--- src/rtl/gchdlc_pkg.sv ---
package gchdlc_pkg;

  localparam logic [7:0] HDLC_FLAG = 8'h7E;

  // control/status bit positions
  localparam int CS_DONE  = 0;
  localparam int CS_IE    = 1;
  localparam int CS_BUSY  = 2;
  localparam int CS_RUN   = 3;
  localparam int CS_ROUTE = 4;

  typedef enum logic [1:0] {
    SQ_IDLE,   // flag fill, waiting for a trigger
    SQ_BODY,   // message octets on the slot
    SQ_CLOSE,  // closing flag goes out next
    SQ_FIN     // closing flag on the slot, completion next
  } seq_state_t;

endpackage

--- src/rtl/gchdlc_msg_ram.sv ---
module gchdlc_msg_ram #(
  parameter int DEPTH = 64,
  localparam int AW = $clog2(DEPTH)
) (
  input  logic          clk,
  input  logic          we,
  input  logic [AW-1:0] waddr,
  input  logic [7:0]    wdata,
  input  logic [AW-1:0] raddr,
  output logic [7:0]    rdata
);

  logic [7:0] mem [DEPTH];

  always_ff @(posedge clk) begin
    if (we) begin
      mem[waddr] <= wdata;
    end
    rdata <= mem[raddr];
  end

endmodule

--- src/rtl/gchdlc_slot_timer.sv ---
module gchdlc_slot_timer #(
  parameter int PERIOD_FRAMES = 8000,
  localparam int CW = $clog2(PERIOD_FRAMES + 1)
) (
  input  logic clk,
  input  logic rst,
  input  logic strobe,
  input  logic busy,
  input  logic done,
  output logic hit
);

  logic [CW-1:0] cnt;

  always_ff @(posedge clk) begin
    if (rst) begin
      cnt <= '0;
    end else if (strobe) begin
      if (done) begin
        cnt <= CW'(1);
      end else if (!busy && cnt != CW'(PERIOD_FRAMES)) begin
        cnt <= cnt + CW'(1);
      end
    end
  end

  assign hit = (cnt == CW'(PERIOD_FRAMES));

endmodule

--- src/rtl/gchdlc_frame_seq.sv ---
module gchdlc_frame_seq
  import gchdlc_pkg::*;
#(
  parameter int DEPTH = 64,
  localparam int AW = $clog2(DEPTH),
  localparam int LW = $clog2(DEPTH + 1)
) (
  input  logic          clk,
  input  logic          rst,
  input  logic          strobe,
  input  logic          trig,
  input  logic [LW-1:0] msg_len,
  input  logic [7:0]    ram_q,
  output logic [AW-1:0] rd_addr,
  output logic          busy,
  output logic          launch,
  output logic          done,
  output logic [7:0]    octet
);

  seq_state_t    st;
  logic [AW-1:0] idx;
  logic          last;

  assign last    = (LW'(idx) + LW'(1)) >= msg_len;
  assign launch  = strobe && (st == SQ_IDLE) && trig;
  assign done    = strobe && (st == SQ_FIN);
  assign octet   = (st == SQ_BODY) ? ram_q : HDLC_FLAG;
  assign rd_addr = idx;

  always_ff @(posedge clk) begin
    if (rst) begin
      st   <= SQ_IDLE;
      idx  <= '0;
      busy <= 1'b0;
    end else if (strobe) begin
      case (st)
        SQ_IDLE: begin
          if (trig) begin
            st   <= SQ_BODY;
            busy <= 1'b1;
            idx  <= '0;
          end
        end
        SQ_BODY: begin
          if (last) begin
            st  <= SQ_CLOSE;
            idx <= '0;
          end else begin
            idx <= idx + AW'(1);
          end
        end
        SQ_CLOSE: st <= SQ_FIN;
        SQ_FIN: begin
          st   <= SQ_IDLE;
          busy <= 1'b0;
        end
        default: st <= SQ_IDLE;
      endcase
    end
  end

endmodule

--- src/rtl/gchdlc_csr.sv ---
module gchdlc_csr
  import gchdlc_pkg::*;
#(
  parameter logic [7:0] CSR_ADDR = 8'h34,
  parameter logic [7:0] GC_ADDR  = 8'h35
) (
  input  logic       clk,
  input  logic       rst,
  input  logic       wr,
  input  logic       rd,
  input  logic [7:0] addr,
  input  logic [7:0] wdata,
  output logic [7:0] rdata,
  input  logic       busy,
  input  logic       launch,
  input  logic       done,
  output logic       run,
  output logic       route,
  output logic       pend,
  output logic       stat,
  output logic       ie,
  output logic [7:0] gc_reg,
  output logic       irq
);

  logic wr_cs, rd_cs, wr_gc, rd_gc;
  logic stat_n, ie_n;

  assign wr_cs = wr && (addr == CSR_ADDR);
  assign rd_cs = rd && (addr == CSR_ADDR);
  assign wr_gc = wr && (addr == GC_ADDR);
  assign rd_gc = rd && (addr == GC_ADDR);

  always_comb begin
    stat_n = stat;
    if (rd_cs) stat_n = 1'b0;
    if (done)  stat_n = 1'b1;   // completion beats the read
    ie_n = wr_cs ? wdata[CS_IE] : ie;
  end

  always_ff @(posedge clk) begin
    if (rst) begin
      run    <= 1'b0;
      route  <= 1'b0;
      pend   <= 1'b0;
      stat   <= 1'b0;
      ie     <= 1'b0;
      gc_reg <= 8'h00;
      irq    <= 1'b0;
      rdata  <= 8'h00;
    end else begin
      stat <= stat_n;
      ie   <= ie_n;
      irq  <= stat_n & ie_n;
      if (wr_cs) begin
        run   <= wdata[CS_RUN];
        route <= wdata[CS_ROUTE];
        pend  <= wdata[CS_RUN] & ((pend & ~launch) | ~run);
      end else if (launch) begin
        pend <= 1'b0;
      end
      if (wr_gc) begin
        gc_reg <= wdata;
      end
      if (rd_cs) begin
        rdata <= {3'b000, route, run, busy, ie, stat};
      end else if (rd_gc) begin
        rdata <= gc_reg;
      end else if (rd) begin
        rdata <= 8'h00;
      end
    end
  end

endmodule

--- src/rtl/gc_hdlc_repeater.sv ---
module gc_hdlc_repeater #(
  parameter int         DEPTH         = 64,
  parameter int         PERIOD_FRAMES = 8000,
  parameter logic [7:0] CSR_ADDR      = 8'h34,
  parameter logic [7:0] GC_ADDR       = 8'h35,
  localparam int AW = $clog2(DEPTH),
  localparam int LW = $clog2(DEPTH + 1)
) (
  input  logic          clk,
  input  logic          rst,
  input  logic          reg_wr,
  input  logic          reg_rd,
  input  logic [7:0]    reg_addr,
  input  logic [7:0]    reg_wdata,
  output logic [7:0]    reg_rdata,
  input  logic          msg_wr,
  input  logic [AW-1:0] msg_waddr,
  input  logic [7:0]    msg_wdata,
  input  logic [LW-1:0] msg_len,
  input  logic          gc_strobe,
  output logic [7:0]    gc_byte,
  output logic          irq
);

  logic [AW-1:0] rd_addr;
  logic [7:0]    ram_q, octet, gc_reg;
  logic          seq_busy, launch, done, hit, trig;
  logic          run, route, pend, csr_stat, csr_ie;
  logic          hdlc_owns;

  gchdlc_msg_ram #(.DEPTH(DEPTH)) u_ram (
    .clk   (clk),
    .we    (msg_wr),
    .waddr (msg_waddr),
    .wdata (msg_wdata),
    .raddr (rd_addr),
    .rdata (ram_q)
  );

  gchdlc_slot_timer #(.PERIOD_FRAMES(PERIOD_FRAMES)) u_timer (
    .clk    (clk),
    .rst    (rst),
    .strobe (gc_strobe),
    .busy   (seq_busy),
    .done   (done),
    .hit    (hit)
  );

  assign trig = run & (pend | hit);

  gchdlc_frame_seq #(.DEPTH(DEPTH)) u_seq (
    .clk     (clk),
    .rst     (rst),
    .strobe  (gc_strobe),
    .trig    (trig),
    .msg_len (msg_len),
    .ram_q   (ram_q),
    .rd_addr (rd_addr),
    .busy    (seq_busy),
    .launch  (launch),
    .done    (done),
    .octet   (octet)
  );

  gchdlc_csr #(.CSR_ADDR(CSR_ADDR), .GC_ADDR(GC_ADDR)) u_csr (
    .clk    (clk),
    .rst    (rst),
    .wr     (reg_wr),
    .rd     (reg_rd),
    .addr   (reg_addr),
    .wdata  (reg_wdata),
    .rdata  (reg_rdata),
    .busy   (seq_busy),
    .launch (launch),
    .done   (done),
    .run    (run),
    .route  (route),
    .pend   (pend),
    .stat   (csr_stat),
    .ie     (csr_ie),
    .gc_reg (gc_reg),
    .irq    (irq)
  );

  assign hdlc_owns = (run | seq_busy) & ~route;

  always_ff @(posedge clk) begin
    if (rst) begin
      gc_byte <= 8'h00;
    end else if (gc_strobe) begin
      gc_byte <= hdlc_owns ? octet : gc_reg;
    end
  end

endmodule

--- config.mk ---
export PLATFORM = sky130hd
export DESIGN_NAME = gc_hdlc_repeater
export DESIGN_NICKNAME = d
export VERILOG_FILES = /design/src/rtl/gchdlc_pkg.sv /design/src/rtl/gchdlc_msg_ram.sv /design/src/rtl/gchdlc_slot_timer.sv /design/src/rtl/gchdlc_frame_seq.sv /design/src/rtl/gchdlc_csr.sv /design/src/rtl/gc_hdlc_repeater.sv
export SDC_FILE = /design/constraint.sdc
export NUM_CORES = 1
export LEC_CHECK = 0
export ABC_CLOCK_PERIOD_IN_PS = 4000
export BUFFER_PORTS_ARGS = -buffer_cell sky130_fd_sc_hd__buf_4
export CAP_MARGIN = 20
export CORE_ASPECT_RATIO = 1.5
export CORE_MARGIN = 2
export CORE_UTILIZATION = 60
export DETAILED_ROUTE_END_ITERATION = 16
export PLACE_DENSITY = 0.76
export SYNTH_ARGS = -nofsm -noshare
export SYNTH_HDL_FRONTEND = slang
export SYNTH_SLANG_ARGS = --single-unit
--- constraint.sdc ---
create_clock -name clk -period 4 [get_ports clk]
set_clock_uncertainty 0.15 [all_clocks]
set_input_delay 0.8 -clock clk [delete_from_list [all_inputs] [get_ports clk]]
set_output_delay 0.8 -clock clk [all_outputs]
set_load 0.1 [all_outputs]
==> results of run 1 <==
routing by layer:
layer  vias to the layer above  track usage [%]  routed length, um
met5                         -                0                  0
met4                         0             9.14               1840
met3                       112             3.50               3060
met2                       553             46.2              26800
met1                      6087             32.0              17400
li1                       5055                -                  -
tightest hold or removal path, stage by stage (launching register included):
cell and delay (ns):
dfxtp_1 0.31, nand2b_1 0.06, a21oi_1 0.05
cell usage after synthesis (15+ instances only):
| cell type | n |
|---|---|
| nor2_1 | 98 |
| edfxtp_1 | 512 |
| a221oi_1 | 22 |
| mux4_2 | 129 |
| nand3_1 | 32 |
| a21oi_1 | 39 |
| clkbuf_1 | 30 |
| buf_2 | 15 |
| a22o_1 | 18 |
| dfxtp_1 | 60 |
| nand2_1 | 35 |
| mux2i_1 | 17 |
| ha_1 | 15 |
| nand2b_1 | 24 |
cells in the final DEF, fill, tap and decap left out, types with 4 or more instances in the layout:
master / Yosys / final
nand4_1: 9 / 9
nand3_1: 32 / 32
ha_1: 15 / 15
xor2_1: 8 / 8
o311ai_0: 5 / 5
a31oi_1: 9 / 9
nor3_1: 7 / 7
clkbuf_16: 0 / 50
a22o_1: 18 / 18
clkinvlp_4: 0 / 4
xnor2_1: 7 / 7
a21oi_1: 39 / 39
nand2b_1: 24 / 24
bufinv_16: 0 / 11
clkbuf_1: 30 / 6
o21ai_0: 7 / 7
clkinv_1: 0 / 11
nand2_1: 35 / 35
o211ai_1: 7 / 7
inv_1: 11 / 11
nor2_1: 98 / 98
buf_4: 9 / 79
nand3b_1: 11 / 11
mux2i_1: 17 / 17
dfxtp_1: 60 / 57
mux4_2: 129 / 129
a221oi_1: 22 / 22
o221ai_1: 7 / 7
edfxtp_1: 512 / 512
buf_12: 0 / 4
clkinv_2: 0 / 6
nor2b_1: 11 / 11
mux2_2: 8 / 8
layout make-up:
type                    instances  area share (%)
inverters                      11           0.163
clock buffers                  56            5.03
multi-input cells             563            22.3
repair buffers                 83            2.66
well taps                     489            2.42
clock inverters                36            1.87
flip-flops and latches        572            65.5
cell families after synthesis:
kind of cell | count (synthesis) | share of synthesized area (%)
muxes | 154 | 14.0
buffers and inverters | 79 | 1.81
xor gates and xnor gates | 15 | 0.580
DFF | 572 | 73.2
AOI/OAI and AO/OA | 133 | 4.15
and+or+nand+nor | 246 | 5.41
adders and majority gates | 15 | 0.829
per-stage QoR:
step	hold slack [ns]	worst slack [ns]	total power, mW
after floorplan	0.292	1.06	6.76
after global placement	0.306	0.965	6.90
after detailed placement	0.309	0.947	6.91
after CTS	0.314	0.902	11.9
after global routing	0.330	0.699	12.2
final	0.319	0.870	11.9
power breakdown:
group	total (mW)	switching, mW	leakage (nW)	internal (mW)
Clock	5.12	2.11	0.840	3.01
Sequential	6.55	0.0116	5.10	6.54
Combinational	0.234	0.176	1.92	0.0575
Total	11.9	2.30	7.85	9.61
worst paths after layout:
| check | end | start | depth (start not counted) | slack, ns |
|---|---|---|---|---|
| worst max-delay path | u_seq.rd_addr[2] | u_seq.rd_addr[2] | 11 | 0.87 |
| worst min register to register | u_csr.rdata[6] | u_csr.rdata[6] | 2 | 0.32 |
| worst max register to register | u_seq.rd_addr[2] | u_seq.rd_addr[2] | 11 | 0.87 |
| worst min-delay path | u_csr.rdata[6] | u_csr.rdata[6] | 2 | 0.32 |
==> metrics.md, run 1 <==
| Metric | Value |
|---|---|
| Run status | `complete, no violations` |
| Yosys reg bits | `572` |
| N_diodes | `0` |
| Slew HR | `a little over a third` |
| Clk slew on worst S/H paths | `0.07 ns` |
| Area grow syn2layout | `11.8%` |
| Biggest register | `u_ram.mem` |
| CTS root buffer | `clkbuf_16` |
| CTS buffer count | `50` |
| Final Hold Fails | `0` |
| TNS Setup | `0 ns` |
| Core outline area | `0.0374 mm^2` |
| CP required | `approximately 4.4 ns` |
| # hold bufs at CTS | `0` |
| DP Area | `around 0.024 mm^2` |
| Tmin final | `around 3.1 ns` |
| Drc violations | `0` |
| Worst setup SP type | `flop` |
| Top FF cell, synth | `edfxtp_1` |
| DIE HEIGHT | `roughly 240 um` |
| Top cells by area, synth | `edfxtp_1 68%, mux4_2 13%, dfxtp_1 5.3%, nor2_1 1.6%, a21oi_1 0.86%` |
| Gr usage total | `25.7%` |
| Register area share after synthesis | `between 70% and 80%` |
| Final setup violation count | `0` |
| Slowest cell on crit path | `or4b_2` |
| Worst Path Buf+Inv | `1` |
| Crit path cell chain | `and2_1 -> buf_4 -> nand2_1 -> xnor2_1 -> ha_1 -> nand4_1 -> nand3b_1 -> a21oi_1 -> o21ai_1 -> or4b_2 -> o211ai_1` |
| Top cell type's share of synthesized area | `around two thirds` |
| Max clock buf depth | `3` |
| Worst path max stage delay | `0.64 ns` |
| Detail Route Antenna Nets | `0` |
| DR WL/cell | `27.2 um` |
| Gp weighted congestion | `0.817` |
| Mapped Nets | `1272` |
| Synth area leader | `edfxtp_1` |
| Top Registers | `u_ram.mem: 512 flops, u_timer.cnt: 13 flops` |
| Starting Density | `60.4%` |
| Post-synthesis cell type count | `53` |
| Vias in the first global route | `12000` |
| Maximum VDD drop | `between 0.0004 and 0.0005 V` |
| Mapped Cells | `~1200` |
| Vias per cell | `6.52` |
| Multi-input logic area | `0.00565 mm^2` |
| Io pins | `60` |
| Starting DRT DRC Count | `~1300` |
| PwrDens | `470 mW/mm^2` |
| Latest clock arrival within the worst-skew pair | `0.58 ns` |
| Fin util | `67.6%` |
| Dpl hpwl | `30.1 mm` |
| # rows | `87` |
| Remaining global-route overflow | `0` |
| RSZ-0062 raised after global routing | `false` |
| Max Cap Viol | `0` |
| Finished Cell Area | `0.0253 mm^2` |
| WL final | `49.1 mm` |
| Avg Synthesized Cell Area | `between 15 and 20 um^2` |
| Post-CTS Setup Repair Bufs | `0` |
| Finished Layout Cells | `1810` |
| Worst Path Arrival | `roughly 3.5 ns` |
| Antenna violations before repair | `0` |
| CTS resizes | `0` |
| Max-slew violations | `0` |
| Tcrit/Tclk final | `78.2%` |
| CP max FO | `20` |
| Crit Path Class | `flop to flop` |
| # port buffers | `59` |
| Nets | `1339` |
| First-pass GRT wire length | `74.0 mm` |
| Hold crit path type | `flop to flop` |
| Actual slew at the worst max-slew pin | `between 0.9 and 1 ns` |
| Static leakage | `7.85 nW` |
| Layout cell share with drive strength beyond 1 | `23.2%` |
| Max Freq | `roughly 320 MHz` |
| Number of flops mapped to enable cells by yosys | `between 500 and 600` |
| Fill count | `approximately 2400` |
| Crit. End Element | `flop` |
| Max H-tree Level | `2` |
| Die width | `approximately 160 um` |
| CP top delay family | `simple AND/OR/NAND/NOR gates` |
| # placed instances | `~1700` |
| Register area | `0.0166 mm^2` |
| Ys async rst share | `0%` |
| Largest net degree at the start of global routing | `65` |
| Warnings from Yosys | `0` |
| Die area | `0.0393 mm^2` |
| Via count | `11800` |
| DR pass1 iterations | `6` |
| Sink Count | `572` |
| CTS tree | `yes` |
| Mapped cell area | `between 0.02 and 0.025 mm^2` |
| Max reg flops | `512` |
Note: power is estimated with default switching activity, not from simulation.
==> run 2, diff against run 1 <==
Settings changed: ABC_CLOCK_PERIOD_IN_PS 4000 to 2850, CORE_UTILIZATION 60 to 56, PLACE_DENSITY 0.76 to 0.75.
Clock period 4 ns to 2.85 ns, I/O delays scaled along.
==> metrics.md, run 2 (synthesis results as in run 1) <==
| Metric | Value |
|---|---|
| Final worst slack | `around 0.17 ns` |
| Die width | `168 um` |
| Worst Path Buf+Inv | `1` |
| Max reg flops | `512` |
| Combinational group share of total power | `under 10%` |
| Tmin final | `2.68 ns` |
| P_int | `12.8 mW` |
| NetSw | `approximately 3.1 mW` |
| Clk slew on worst S/H paths | `0.07 ns` |
| Biggest register | `u_ram.mem` |
| N_diodes | `0` |
| Sink Count | `about 570` |
| Final Hold Fails | `0` |
| Final setup violation count | `0` |
| Drc violations | `0` |
| CTS tree | `yes` |
| Net Sw Frac | `between 15 and 20%` |
| Layout cell share with drive strength beyond 1 | `27.3%` |
| Placement Setup Slack | `between 0.15 and 0.2 ns` |
| Vias in the first global route | `between 10000 and 15000` |
| Final Total Pwr | `15.9 mW` |
| Slew HR | `47.4%` |
| Largest net degree at the start of global routing | `97` |
| Antenna violations before repair | `0` |
| Die area | `0.0421 mm^2` |
| DR pass1 iterations | `5` |
| Tcrit/Tclk final | `94.0%` |
| CP required | `roughly 3.1 ns` |
| Fill count | `2666` |
| Crit. End Element | `flop` |
| Max Cap Viol | `0` |
| CP top delay family | `compound AO/OA/AOI/OAI gates` |
| Worst setup SP type | `flop` |
| Vias per cell | `6.27` |
| Top Usage Layer GRT | `met2` |
| PwrDens | `roughly 600 mW/mm^2` |
| Core outline area | `0.0401 mm^2` |
| Io pins | `60` |
| Register area | `0.0166 mm^2` |
| Met2 Usage GRT | `around two fifths` |
| Gp weighted congestion | `about 0.83` |
| Via count | `11900` |
| DR WL/cell | `25.7 um` |
| First-pass GRT wire length | `around 74 mm` |
| Static leakage | `8.18 nW` |
| CTS buffer count | `approximately 50` |
| Crit path cell chain | `buf_12 -> mux4_2 -> a22o_1 -> a221oi_1 -> a221oi_1` |
| Starting Density | `56.5%` |
| Crit Path Class | `flop to flop` |
| Latest clock arrival within the worst-skew pair | `0.59 ns` |
| Multi-input logic area | `0.00565 mm^2` |
| Maximum VDD drop | `0.000520 V` |
| # hold bufs at CTS | `0` |
| Max Freq | `373 MHz` |
| Actual slew at the worst max-slew pin | `0.787 ns` |
| Remaining global-route overflow | `0` |
| Most common cell after layout, fill and taps aside | `edfxtp_1` |
| Max H-tree Level | `2` |
| Dpl hpwl | `31.0 mm` |
| Slowest cell on crit path | `a221oi_1` |
| Worst path max stage delay | `0.53 ns` |
| # rows | `90` |
| Routing usage on met1 | `a little over 30%` |
| TNS Setup | `0 ns` |
| Clock power frac | `40.0%` |
| Top Registers | `u_ram.mem: 512 flops, u_timer.cnt: 13 flops` |
| Max-slew violations | `0` |
| Area grow syn2layout | `13.7%` |
| Max clock buf depth | `3` |
| Sequential share of power | `57.9%` |
| CP max FO | `96` |
| CTS root buffer | `clkbuf_16` |
| Gr usage total | `23.6%` |
| Run status | `complete, no violations` |
| # port buffers | `59` |
| Hold crit path type | `primary input to flop` |
| WL final | `49.0 mm` |
| RSZ-0062 raised after global routing | `false` |
| Detail Route Antenna Nets | `0` |
| Nets | `1416` |
| Worst Path Arrival | `2.95 ns` |
| Starting DRT DRC Count | `1047` |
| DIE HEIGHT | `250 um` |
| Most frequent cells in the layout | `512 x edfxtp_1, 154 x buf_4, 129 x mux4_2, 98 x nor2_1, 57 x dfxtp_1` |
| Post-CTS Setup Repair Bufs | `0` |
| CP most frequent cell | `a221oi_1` |
| Met3 Resource Use GR | `roughly 3.1%` |
[run 2: metal layers]
| metal | up-vias | part of all wire [%] | wire length (um) |
|---|---|---|---|
| met5 | - | 0 | 0 |
| met4 | 0 | 4.2 | 2060 |
| met3 | 102 | 6.1 | 2970 |
| met2 | 475 | 52 | 25500 |
| met1 | 6146 | 38 | 18500 |
| li1 | 5205 | - | - |
[run 2: final cells by class]
| cell class | instances | share of cell area (%) |
|---|---|---|
| inverters | 11 | 0.160 |
| well taps | 506 | 2.46 |
| clock inverters | 31 | 0.939 |
| repair buffers | 161 | 5.03 |
| multi-input cells | 563 | 22.0 |
| clock buffers | 58 | 4.97 |
| flip-flops and latches | 572 | 64.5 |
[run 2: power by group through the flow]
stage	Combinational [mW]	Clock (mW)	Sequential [mW]
6_report	0.336	6.36	9.19
5_1_grt	0.364	6.79	9.19
4_1_cts	0.340	6.47	9.19
3_5_place_dp	0.338	0	9.37
3_3_place_gp	0.323	0	9.37
2_1_floorplan	0.104	0	9.38
[run 2: timing repair]
action | CTS | global route
endpoints found under the hold margin | 0 | 0
resized for setup | 0 | 3
setup endpoints to repair | 0 | 5
[run 2: final timing paths]
check	startpoint	end	slack, ns	cells past startpoint
worst min register to register	u_csr.rdata[4]	u_csr.rdata[4]	0.32	2
worst max-delay path	u_seq.rd_addr[1]	u_ram.rdata[5]	0.17	5
worst min-delay path	reg_wdata[0]	u_csr.gc_reg[0]	0.11	3
worst max register to register	u_seq.rd_addr[1]	u_ram.rdata[5]	0.17	5
[run 2: worst min-delay path, stage by stage]
cell     delay (ns)
buf_4          0.11
nand3_1        0.06
a21oi_1        0.06
[run 2: through the flow]
step	util [%]	area, um^2	cells	hold slack [ns]
floorplan	-	22600	1214	0.292
global placement	60.3	24200	1812	0.306
detailed placement	60.4	24200	1813	0.310
CTS	64.2	25700	1902	0.0866
global route	64.2	25700	1902	0.108
finish	64.2	25700	1902	0.111
